==> src/rtl/tts_pkg.sv <==
package tts_pkg;

    typedef enum logic [1:0] {
        TB_PHYS  = 2'd0,
        TB_VIRT  = 2'd1,
        TB_GUEST = 2'd2
    } tbase_e;

    localparam logic [1:0] SEL_DFLT  = 2'b00;
    localparam logic [1:0] SEL_VIRT  = 2'b01;
    localparam logic [1:0] SEL_GUEST = 2'b10;
    localparam logic [1:0] SEL_PHYS  = 2'b11;

    localparam logic [1:0] LVL_USER = 2'd0;
    localparam logic [1:0] LVL_KERN = 2'd1;
    localparam logic [1:0] LVL_HYP  = 2'd2;
    localparam logic [1:0] LVL_MON  = 2'd3;

endpackage

==> src/rtl/tts_src_decode.sv <==
module tts_src_decode
    import tts_pkg::*;
(
    input  logic       sh_on,
    input  logic [1:0] sel,
    output tbase_e     tbase
);
    always_comb begin
        tbase = TB_PHYS;
        if (sh_on) begin
            unique case (sel)
                SEL_VIRT:  tbase = TB_VIRT;
                SEL_GUEST: tbase = TB_GUEST;
                SEL_PHYS:  tbase = TB_PHYS;
                default:   tbase = TB_PHYS;
            endcase
        end
    end
endmodule

==> src/rtl/tts_offset_sub.sv <==
module tts_offset_sub
    import tts_pkg::*;
#(
    parameter int TS_W = 64
) (
    input  logic [TS_W-1:0] cnt,
    input  logic [TS_W-1:0] voff,
    input  logic [TS_W-1:0] poff,
    input  logic            poff_ok,
    input  tbase_e          tbase,
    output logic [TS_W-1:0] ts
);
    logic [TS_W-1:0] eff_poff;
    logic [TS_W-1:0] sub_off;

    assign eff_poff = poff_ok ? poff : '0;

    always_comb begin
        sub_off = '0;
        unique case (tbase)
            TB_VIRT:  sub_off = voff;
            TB_GUEST: sub_off = eff_poff;
            TB_PHYS:  sub_off = '0;
            default:  sub_off = '0;
        endcase
    end

    assign ts = cnt - sub_off;
endmodule

==> src/rtl/tts_permit.sv <==
module tts_permit
    import tts_pkg::*;
#(
    parameter int EL_W = 2
) (
    input  logic            sh_on,
    input  logic [EL_W-1:0] lvl,
    input  logic            tge,
    input  logic            hyp_en,
    input  logic            usr_en,
    input  logic            ctx_en,
    output logic            trc_ok,
    output logic            ctx_ok
);
    always_comb begin
        trc_ok = 1'b0;
        if (sh_on) begin
            unique case (lvl)
                LVL_HYP:  trc_ok = hyp_en;
                LVL_USER: trc_ok = tge & usr_en;
                LVL_KERN: trc_ok = 1'b0;
                LVL_MON:  trc_ok = 1'b0;
                default:  trc_ok = 1'b0;
            endcase
        end
    end

    assign ctx_ok = sh_on & ctx_en;
endmodule

==> src/rtl/tts_selector.sv <==
module tts_selector
    import tts_pkg::*;
#(
    parameter int TS_W = 64,
    parameter int EL_W = 2
) (
    input  logic            clk,
    input  logic            rst_n,
    input  logic [TS_W-1:0] phys_cnt,
    input  logic [TS_W-1:0] virt_off,
    input  logic [TS_W-1:0] phys_off,
    input  logic            phys_off_ok,
    input  logic [1:0]      ts_sel,
    input  logic            hyp_trc_en,
    input  logic            usr_trc_en,
    input  logic            ctx_trc_en,
    input  logic [EL_W-1:0] cur_el,
    input  logic            host_tge,
    input  logic            sh_trc_en,
    output logic [TS_W-1:0] ts_out,
    output logic            trc_allow,
    output logic            ctx_allow
);
    tbase_e          tbase_d;
    logic [TS_W-1:0] ts_d;
    logic            trc_d;
    logic            ctx_d;

    tts_src_decode u_dec (
        .sh_on (sh_trc_en),
        .sel   (ts_sel),
        .tbase (tbase_d)
    );

    tts_offset_sub #(.TS_W(TS_W)) u_sub (
        .cnt     (phys_cnt),
        .voff    (virt_off),
        .poff    (phys_off),
        .poff_ok (phys_off_ok),
        .tbase   (tbase_d),
        .ts      (ts_d)
    );

    tts_permit #(.EL_W(EL_W)) u_perm (
        .sh_on  (sh_trc_en),
        .lvl    (cur_el),
        .tge    (host_tge),
        .hyp_en (hyp_trc_en),
        .usr_en (usr_trc_en),
        .ctx_en (ctx_trc_en),
        .trc_ok (trc_d),
        .ctx_ok (ctx_d)
    );

    always_ff @(posedge clk or negedge rst_n) begin
        if (!rst_n) begin
            ts_out    <= '0;
            trc_allow <= 1'b0;
            ctx_allow <= 1'b0;
        end else begin
            ts_out    <= ts_d;
            trc_allow <= trc_d;
            ctx_allow <= ctx_d;
        end
    end
endmodule

==> config.mk <==
export PLATFORM = sky130hd
export DESIGN_NAME = tts_selector
export DESIGN_NICKNAME = d
export VERILOG_FILES = /design/src/rtl/tts_pkg.sv /design/src/rtl/tts_src_decode.sv /design/src/rtl/tts_offset_sub.sv /design/src/rtl/tts_permit.sv /design/src/rtl/tts_selector.sv
export SDC_FILE = /design/constraint.sdc
export NUM_CORES = 1
export LEC_CHECK = 0
export ABC_CLOCK_PERIOD_IN_PS = 800
export BUFFER_PORTS_ARGS = -buffer_cell sky130_fd_sc_hd__clkbuf_2
export CORE_AREA = 4 4 145 147
export CTS_BUF_LIST = sky130_fd_sc_hd__clkbuf_16
export DETAILED_ROUTE_END_ITERATION = 6
export DIE_AREA = 0 0 149 151
export PLACE_DENSITY = 0.72
export SLEW_MARGIN = 20
export SYNTH_ARGS = -nofsm -noshare
export SYNTH_HDL_FRONTEND = slang
export SYNTH_SLANG_ARGS = --single-unit
export TNS_END_PERCENT = 30
==> constraint.sdc <==
create_clock -name clk -period 0.8 [get_ports clk]
set_input_delay 0.08 -clock clk [delete_from_list [all_inputs] [get_ports clk]]
set_output_delay 0.08 -clock clk [all_outputs]
set_load 0.02 [all_outputs]
==> impl_metrics.json, run 1 <==
{
  "p_leak_nw": 5.44,
  "fmax_mhz": 299,
  "fillCellCount": 1663,
  "routed_wl_mm": 28.9,
  "cts_buffers": 9,
  "clock-sinks": 66,
  "synth.distinct_cells": 70,
  "drv_slew": 0,
  "start_util": 0.331,
  "grt_pass1_vias": 8381,
  "clock-root-buffer": "clkbuf_16",
  "cts_buffer_depth": 2,
  "syn-cell-area_um2": 6580,
  "ioPinCount": 270,
  "seq_area_frac_synth": 0.251,
  "fin_setup_tns_ns": -142.76,
  "tightest_slew_ns": 0.481,
  "cellPowerDensity_nw_per_um2": 1270,
  "ys_ff_latch": 66,
  "synth.top_cell.area_share": 0.251,
  "drt_iter0_markers": 455,
  "place.gp.congestion": 0.921,
  "rsz0062_at_grt": "true",
  "core_um2": 19900,
  "grt_pass1_wl_mm": 42.5,
  "portBuffers": 269,
  "vias": 8132,
  "async_reset_ff_frac": 1.00,
  "cp_max_fo": 15,
  "post_synth_most_frequent_cells": "a21oi_1, dfrtp_1, a22oi_1, ha_1",
  "critPathKind": "in2reg",
  "firstDrtPassIters": 5,
  "crit_buf_inv": 3,
  "critical-path-top-delay-family": "compound AO/OA/AOI/OAI gates",
  "worstPathCellList": "buf_8, nand3b_1, inv_2, ha_4, and2_4, buf_12, a22oi_1, or2_4, ha_4, a21oi_4, o21bai_1, a21oi_2, nor2_2, or4_4, a311oi_4, o31ai_2, a2111oi_2, a211oi_1",
  "synth_fp_nets": 1083,
  "die_height_um": 151,
  "drc": 0,
  "peakVddDrop_mv": 0.976,
  "dp.final_hpwl_mm": 21.3,
  "clkTransAtPathRegs_ns": 0.06,
  "cp.required_ns": 1.02,
  "path_common_cell": "ha_4",
  "yosysMostFrequentCell": "a21oi_1",
  "cts_tree": "yes",
  "final_util": 0.611,
  "avgViaCountPerCell": 5.10,
  "slowest_stage": "or4_4",
  "dieArea_um2": 22500,
  "diodes": 0,
  "synthCells": 813,
  "num_rows": 52,
  "cts_max_level": 3,
  "synth_edf_count": 0,
  "cap_violations": 0,
  "min_period_over_period": 4.18,
  "status": "finished with violations",
  "startpoint_type": "input pin",
  "ant_nets": 0,
  "yosys_warnings": 0,
  "ys.flop_type": "dfrtp_1",
  "worstPathArrival_ns": 3.56,
  "cpPeakStageDelay_ns": 0.53,
  "grt-ovfl-total": 0,
  "hold_viol_final": 0,
  "grt_max_degree": 36,
  "setup_ws_ns": -2.55,
  "die_width_um": 149,
  "syn_area_per_cell_um2": 8.10,
  "hold_slack_ns": 0.0460,
  "grt_usage": 0.240,
  "routedWlPerCell_um": 18.2,
  "holdCritPathClass": "in2reg",
  "finalSetupViolCount": 130,
  "synth_area_leader_cell": "dfrtp_1",
  "violations": "setup timing",
  "drive_gt1_frac": 0.602,
  "ys_top_cells_by_area": "dfrtp_1, ha_1, a22oi_1",
  "grt_antenna_before_repair": 0,
  "syn2layout_area_growth_pct": 84.8,
  "max_slew_margin": 0.676,
  "end_kind": "register",
  "final_net_count": 1588,
  "period_minus_slack_ns": 3.35
}
## placed cells by master (no fill, tap or decap), types with 10 or more instances in the layout
cell      count
a211oi_2     10
a21o_1       32
a21oi_1      48
a21oi_2      26
a21oi_4      10
a22oi_1      58
buf_2        47
buf_4       227
buf_6        43
clkbuf_2    203
dfrtp_1      66
ha_1         30
ha_4         30
inv_1        22
nand2_1      48
nand4_1      15
nor2_1       51
o21ai_0      14
o21ai_1      11
o21ai_2      12
o21bai_1     17
or2_2        48
or2_4        14
xnor2_1      24
xor2_1       20
## final cells by class
type | instances | area [um2] | share of cell area
multi-input cells | 676 | 5940 | 0.488
clock buffers | 9 | 225 | 0.0185
inverters | 25 | 93.8 | 0.00771
clock inverters | 7 | 93.8 | 0.00771
well taps | 270 | 338 | 0.0278
repair buffers | 540 | 3820 | 0.314
flip-flops and latches | 66 | 1650 | 0.136
## where the power goes
group | total [mW] | switching, mW | leakage [nW] | internal, mW
Sequential | 4.01 | 0.191 | 0.773 | 3.82
Combinational | 7.14 | 3.62 | 4.52 | 3.52
Clock | 4.35 | 1.63 | 0.153 | 2.72
## metrics by stage
| stage | power, mW | cells | cell area (um2) | worst slack [ns] |
|---|---|---|---|---|
| global placement | 9.66 | 1524 | 9970 | -2.96 |
| detailed placement | 9.72 | 1524 | 9970 | -3.12 |
| global route | 16.3 | 1593 | 12200 | -2.69 |
| finish | 15.5 | 1593 | 12200 | -2.55 |
| CTS | 14.9 | 1576 | 11500 | -2.50 |
| floorplan | 6.95 | 813 | 6840 | -2.56 |
## repair_timing
action,CTS,global route
pin swaps,76,55
gates cloned,4,0
resized for setup,181,181
hold buffers,3,0
setup endpoints to repair,130,130
buffers inserted,30,20
endpoints found under the hold margin,68,0
## sequential cells by signal, indices dropped and copies added, names as in the netlist
| signal | cells |
|---|---|
| ctx_allow | 1 |
| trc_allow | 1 |
| ts_out | 64 |
## kinds of logic after synthesis
family	count (synthesis)	synth area share
buffers and inverters	71	0.0437
flip-flops	66	0.251
AO/OA/AOI/OAI	302	0.309
adder cells (fa/ha/maj)	66	0.127
AND/OR/NAND/NOR	252	0.195
XOR/XNOR	53	0.0705
multiplexers	3	0.00475
## routing by layer
layer	share of wire	track usage
met1	0.42	0.290
met2	0.51	0.434
met3	0.055	0.0413
met4	0.022	0.0737
met5	0	0
## final timing paths
check                          start         end  slack, ns  depth (start not counted)
max                        ts_sel[0]  ts_out[62]      -2.55                         18
min                        cur_el[1]   trc_allow       0.05                          3
max in group asynchronous      rst_n   ts_out[9]       0.28                          3
min in group asynchronous      rst_n  ts_out[56]       0.11                          2
(Power assumes the default switching activity.)
==> inputs of run 2 (changes only) <==
--- a/config.mk
+++ b/config.mk
@@ -7,10 +7,10 @@
 export LEC_CHECK = 0
 export ABC_CLOCK_PERIOD_IN_PS = 800
 export BUFFER_PORTS_ARGS = -buffer_cell sky130_fd_sc_hd__clkbuf_2
-export CORE_AREA = 4 4 145 147
+export CORE_AREA = 2 2 143 145
 export CTS_BUF_LIST = sky130_fd_sc_hd__clkbuf_16
 export DETAILED_ROUTE_END_ITERATION = 6
-export DIE_AREA = 0 0 149 151
+export DIE_AREA = 0 0 145 147
 export PLACE_DENSITY = 0.72
 export SLEW_MARGIN = 20
 export SYNTH_ARGS = -nofsm -noshare
==> run 2 against run 1 <==
Against the previous run: the flow still finishes with violations (setup timing); worst setup slack worse by 0.0058 ns; largest cell class unchanged; combinational power about the same; sequential share of layout area hardly changed; via count grew 2.5%; global-route usage increased by 0.77 points; non-clock buffer count is 11 higher; design area is essentially flat; routed wire length shrank 1.7%; final cell count grew 0.75%; clock-buffer cell count unchanged; largest power group unchanged; utilization up 0.23 points; maximum frequency down 0.17%.
==> impl_metrics.json, run 2 (synthesis gave the netlist of run 1 again) <==
{
  "critPathKind": "in2reg",
  "startpoint_type": "input pin",
  "period_minus_slack_ns": 3.35,
  "finalSetupViolCount": 130,
  "worstPathCellList": "clkbuf_16, nand3b_1, inv_2, ha_4, buf_12, and2_4, buf_4, a22oi_1, or2_2, ha_4, buf_4, nand2_1, o21ai_2, nor2_1, o21a_1, o21ai_4, a311oi_4, or4b_4, and4_4, a211oi_2",
  "crit_buf_inv": 5,
  "cp.required_ns": 1.06,
  "cts_max_level": 3,
  "die_height_um": 147,
  "cp_max_fo": 4,
  "clkTransAtPathRegs_ns": 0.06,
  "ant_nets": 0,
  "path_depth": 20,
  "core_um2": 19800,
  "routed_wl_mm": 28.5,
  "drive_gt1_frac": 0.613,
  "final_net_count": 1600,
  "cts_buffer_depth": 2,
  "design_area_um2": 12200,
  "final_cell_mix": "buf_4, clkbuf_2, dfrtp_1",
  "drv_slew": 0,
  "holdCritPathClass": "in2reg",
  "drc": 0,
  "hold_viol_final": 0,
  "startpoint": "ts_sel[0]",
  "routedWlPerCell_um": 17.7,
  "avgViaCountPerCell": 5.19,
  "cellPowerDensity_nw_per_um2": 1210,
  "vias": 8334,
  "power_frac_comb": 0.485,
  "hold_slack_ns": 0.0423,
  "largest_register_ffs": 64,
  "die_width_um": 145,
  "grt_pass1_wl_mm": 42.2,
  "min_period_over_period": 4.19,
  "p_leak_nw": 5.45,
  "place.gp.congestion": 0.908,
  "top_regs": "ts_out x64, ctx_allow x1, trc_allow x1",
  "peakVddDrop_mv": 0.897,
  "crit_path_end": "ts_out[58]",
  "grt_usage": 0.248,
  "fmax_mhz": 298,
  "intPower_mw": 9.34,
  "clock-sinks": 66,
  "tightest_slew_ns": 0.460,
  "clock-root-buffer": "clkbuf_16",
  "dp.final_hpwl_mm": 21.0,
  "violations": "setup timing",
  "grt_max_degree": 38,
  "rsz0062_at_grt": "true",
  "status": "finished with violations",
  "max_slew_margin": 0.693,
  "grt_pass1_vias": 8481,
  "syn2layout_area_growth_pct": 84.9,
  "dieArea_um2": 21300,
  "end_kind": "register",
  "cts_tree": "yes",
  "grt-ovfl-total": 0,
  "setup_ws_ns": -2.55,
  "firstDrtPassIters": 5,
  "start_util": 0.332,
  "netSwitchingFraction": 0.368,
  "fin_setup_tns_ns": -141.76,
  "cpPeakStageDelay_ns": 0.54,
  "ioPinCount": 270,
  "top_register": "ts_out",
  "cts_buffers": 9,
  "final_common_cell": "buf_4",
  "num_rows": 52,
  "placed_area_um2": 10100,
  "power_switching_mw": 5.43,
  "drt_iter0_markers": 475,
  "p_seq_frac": 0.271,
  "clockPowerShare": 0.244,
  "slowest_stage": "or4b_4",
  "worstPathArrival_ns": 3.61,
  "grt_antenna_before_repair": 2,
  "cap_violations": 0,
  "portBuffers": 269,
  "critical-path-top-delay-family": "simple AND/OR/NAND/NOR gates"
}
run 2: worst min path at each step:
stage	startpoint	to	slack, ns	depth (start not counted)
2_1_floorplan	rst_n	ctx_allow	-0.22	0
3_3_place_gp	rst_n	ts_out[59]	-0.08	1
3_5_place_dp	rst_n	ts_out[59]	-0.08	1
4_1_cts	cur_el[1]	trc_allow	0.04	3
5_1_grt	sh_trc_en	trc_allow	0.06	2
6_report	cur_el[1]	trc_allow	0.04	3
run 2: through the flow:
step	utilization	setup slack, ns	cells	power (mW)
floorplan	-	-2.56	813	6.95
global placement	0.507	-3.00	1537	9.68
detailed placement	0.507	-3.16	1537	9.75
CTS	0.575	-2.53	1585	14.1
global route	0.613	-2.66	1604	15.5
finish	0.613	-2.55	1605	14.8
run 2: area by class of cell:
type                       instances  area, um2
antenna                            1       2.50
clock buffer                       9        225
clock inverter                     6       26.3
fill                            1603       7670
inverter                          25       93.8
multi-input combinational        677       6080
sequential                        66       1650
tap                              270        338
timing repair buffer             551       3760
run 2: timing repair:
item / 4_1_cts / 5_1_grt
hold buffers: 3 / 0
hold endpoints to repair: 68 / 0
buffers inserted: 28 / 20
cloned: 2 / 2
pin swaps: 64 / 40
gates resized for setup: 161 / 196
setup endpoints to repair: 130 / 130
run 2: tightest hold or removal path, cell delays in order:
cell      delay (ns)
clkbuf_2        0.09
a21oi_1         0.13
nor3b_1         0.06
run 2: power groups by stage:
stage	clock network (mW)	registers (mW)	logic, mW
floorplan	0	4.66	2.29
global route	3.78	4.05	7.63
CTS	3.64	4.00	6.41
global placement	0	4.06	5.62
detailed placement	0	4.05	5.70
finish	3.61	4.00	7.16
run 2: metal layers:
layer | share of wire | global-route usage
met3 | 0.062 | 0.0531
met4 | 0.027 | 0.0782
met1 | 0.40 | 0.290
met5 | 0.00046 | 0
met2 | 0.51 | 0.452
==> inputs of run 3 (changes only) <==
--- a/config.mk
+++ b/config.mk
@@ -7,11 +7,13 @@
 export LEC_CHECK = 0
 export ABC_CLOCK_PERIOD_IN_PS = 800
 export BUFFER_PORTS_ARGS = -buffer_cell sky130_fd_sc_hd__clkbuf_2
-export CORE_AREA = 2 2 143 145
-export CTS_BUF_LIST = sky130_fd_sc_hd__clkbuf_16
+export CELL_PAD_IN_SITES_DETAIL_PLACEMENT = 1
+export CELL_PAD_IN_SITES_GLOBAL_PLACEMENT = 1
+export CORE_AREA = 2 2 147 149
+export CTS_BUF_LIST = sky130_fd_sc_hd__clkbuf_2
 export DETAILED_ROUTE_END_ITERATION = 6
-export DIE_AREA = 0 0 145 147
-export PLACE_DENSITY = 0.72
+export DIE_AREA = 0 0 149 151
+export PLACE_DENSITY = 0.89
 export SLEW_MARGIN = 20
 export SYNTH_ARGS = -nofsm -noshare
 export SYNTH_HDL_FRONTEND = slang
==> run 3 against run 2 <==
Against the previous run: first-iteration DRC count rose by 48%; die area rose by 5.6%; sequential share of layout area is 0.26 points lower; power decreased by 1.2%; flip-flop and latch count is the same; the run ends with hold timing, setup timing left; final cell count up 2.1%; largest power group unchanged; largest cell class unchanged; routed wire length up 57%; maximum frequency increased by 1.6%; clock-buffer cell count increased by 1; non-clock buffer count increased by 25; worst hold slack got worse by 0.28 ns.
==> impl_metrics.json, run 3 (synthesis gave the netlist of run 1 again) <==
{
  "status": "finished with violations",
  "violations": "hold timing, setup timing",
  "die_width_um": 149,
  "startpoint_type": "input pin",
  "firstDrtPassIters": 6,
  "vias": 9697,
  "worstPathArrival_ns": 3.83,
  "finalSetupViolCount": 130,
  "dp_cells": 1539,
  "drc": 0,
  "grt_pass1_wl_mm": 55.3,
  "clock-root-buffer": "clkbuf_2",
  "grt_max_degree": 38,
  "routedWlPerCell_um": 27.3,
  "die_height_um": 151,
  "place.gp.congestion": 0.899,
  "drt_iter0_markers": 704,
  "grt_usage": 0.320,
  "p_total_mw": 14.6,
  "clkTransAtPathRegs_ns": 0.21,
  "tightest_slew_ns": 0.520,
  "cap_violations": 0,
  "critPathKind": "in2reg",
  "drv_slew": 0,
  "syn2layout_area_growth_pct": 88.5,
  "final_cells": 1638,
  "clock-sinks": 66,
  "largest_register_ffs": 64,
  "peakVddDrop_mv": 0.615,
  "holdCritPathClass": "in2reg",
  "avgViaCountPerCell": 5.92,
  "final_common_cell": "buf_4",
  "core_um2": 20800,
  "start_util": 0.316,
  "num_rows": 53,
  "cp_max_fo": 8,
  "final_cell_mix": "buf_4, clkbuf_2, dfrtp_1",
  "cellPowerDensity_nw_per_um2": 1180,
  "cts_max_level": 3,
  "dp.final_hpwl_mm": 25.5,
  "end_kind": "register",
  "grt-ovfl-total": 0,
  "drive_gt1_frac": 0.618,
  "hold_slack_ns": -0.236,
  "cts_buffers": 9,
  "routed_wl_mm": 44.7,
  "fmax_mhz": 303,
  "top_register": "ts_out",
  "rsz0062_at_grt": "true",
  "dieArea_um2": 22500,
  "ctsHoldBuffers": 9,
  "startpoint": "ts_sel[0]",
  "post-place-ws_ns": -3.37,
  "ioPinCount": 270,
  "final_net_count": 1626,
  "grt_antenna_before_repair": 2,
  "max_slew_margin": 0.652,
  "setup_ws_ns": -2.50,
  "hold_viol_final": 39,
  "min_period_over_period": 4.13,
  "cts_buffer_depth": 2,
  "ant_nets": 0,
  "crit_path_end": "ts_out[63]",
  "cts_tree": "yes",
  "period_minus_slack_ns": 3.30,
  "portBuffers": 269,
  "p_leak_nw": 5.58,
  "cp.required_ns": 1.33,
  "grt_pass1_vias": 10200,
  "top_regs": "ts_out x64, ctx_allow x1, trc_allow x1"
}
run 3: cell types whose count changed in the layout (fill, tap and decap cells not counted), sizes merged:
cell,change
dlygate4sd3,+6
bufinv,+1
clkbuf,-11
diode,+2
buf,+30
inv,-1
bufbuf,+1
clkinvlp,-1
and2,+1
run 3: worst min-delay path by stage:
stage                     start         to  slack, ns  depth (start not counted)
detailed placement        rst_n  ts_out[5]       0.07                          2
global route        phys_cnt[0]  ts_out[0]      -0.23                          4
floorplan                 rst_n  ctx_allow      -0.22                          0
global placement          rst_n  ts_out[5]       0.06                          2
finish              phys_cnt[0]  ts_out[0]      -0.24                          4
CTS                 phys_cnt[0]  ts_out[0]      -0.24                          4
run 3: cell type report:
type / count / area, um2
diodes: 3 / 7.51
clock buffers: 10 / 50.0
clock inverters: 5 / 46.3
fillers: 2443 / 8420
inverters: 25 / 93.8
multi-input cells: 678 / 6080
flip-flops and latches: 66 / 1650
well taps: 275 / 344
repair buffers: 576 / 4130
run 3: routing by layer:
layer  wire, um  GRT usage  vias up
met5          0          0        -
met4       4030      0.197        0
met3       3170     0.0554      279
met2      22200      0.595      612
met1      15300      0.335     4738
li1           -          -     4068
run 3: repair_timing:
action / in CTS / in global routing
cloned: 3 / 1
setup endpoints to repair: 130 / 130
buffers inserted: 48 / 27
hold endpoints to repair: 109 / 29
resized for setup: 168 / 232
pin swaps: 82 / 81
run 3: through the flow:
| step | instance area (um2) | util | setup TNS, ns |
|---|---|---|---|
| 5_1_grt | 12400 | 0.596 | -165.04 |
| 2_1_floorplan | 6840 | - | -129.59 |
| 3_5_place_dp | 10100 | 0.484 | -179.66 |
| 6_report | 12400 | 0.596 | -159.53 |
| 3_3_place_gp | 10100 | 0.484 | -167.72 |
| 4_1_cts | 11500 | 0.551 | -148.07 |
run 3: critical path, stage by stage:
cell and delay, ns:
buf_8 0.11, nand3b_1 0.18, inv_2 0.09, ha_4 0.15, and2_4 0.16, buf_12 0.15
buf_8 0.14, buf_4 0.12, a22oi_1 0.15, or2_4 0.30, ha_4 0.29, buf_4 0.15
nand2_1 0.10, nor2_1 0.20, nand3_1 0.17, nor2_2 0.28, nor4bb_4 0.31, a32oi_2 0.14
and2_4 0.20, a311oi_1 0.33
run 3: where the power goes:
group	switching, mW	internal (mW)	total, mW	leakage (nW)
Combinational	4.48	3.78	8.26	4.75
Clock	1.59	0.682	2.28	0.0643
Sequential	0.240	3.82	4.06	0.773
Total	6.31	8.28	14.6	5.58
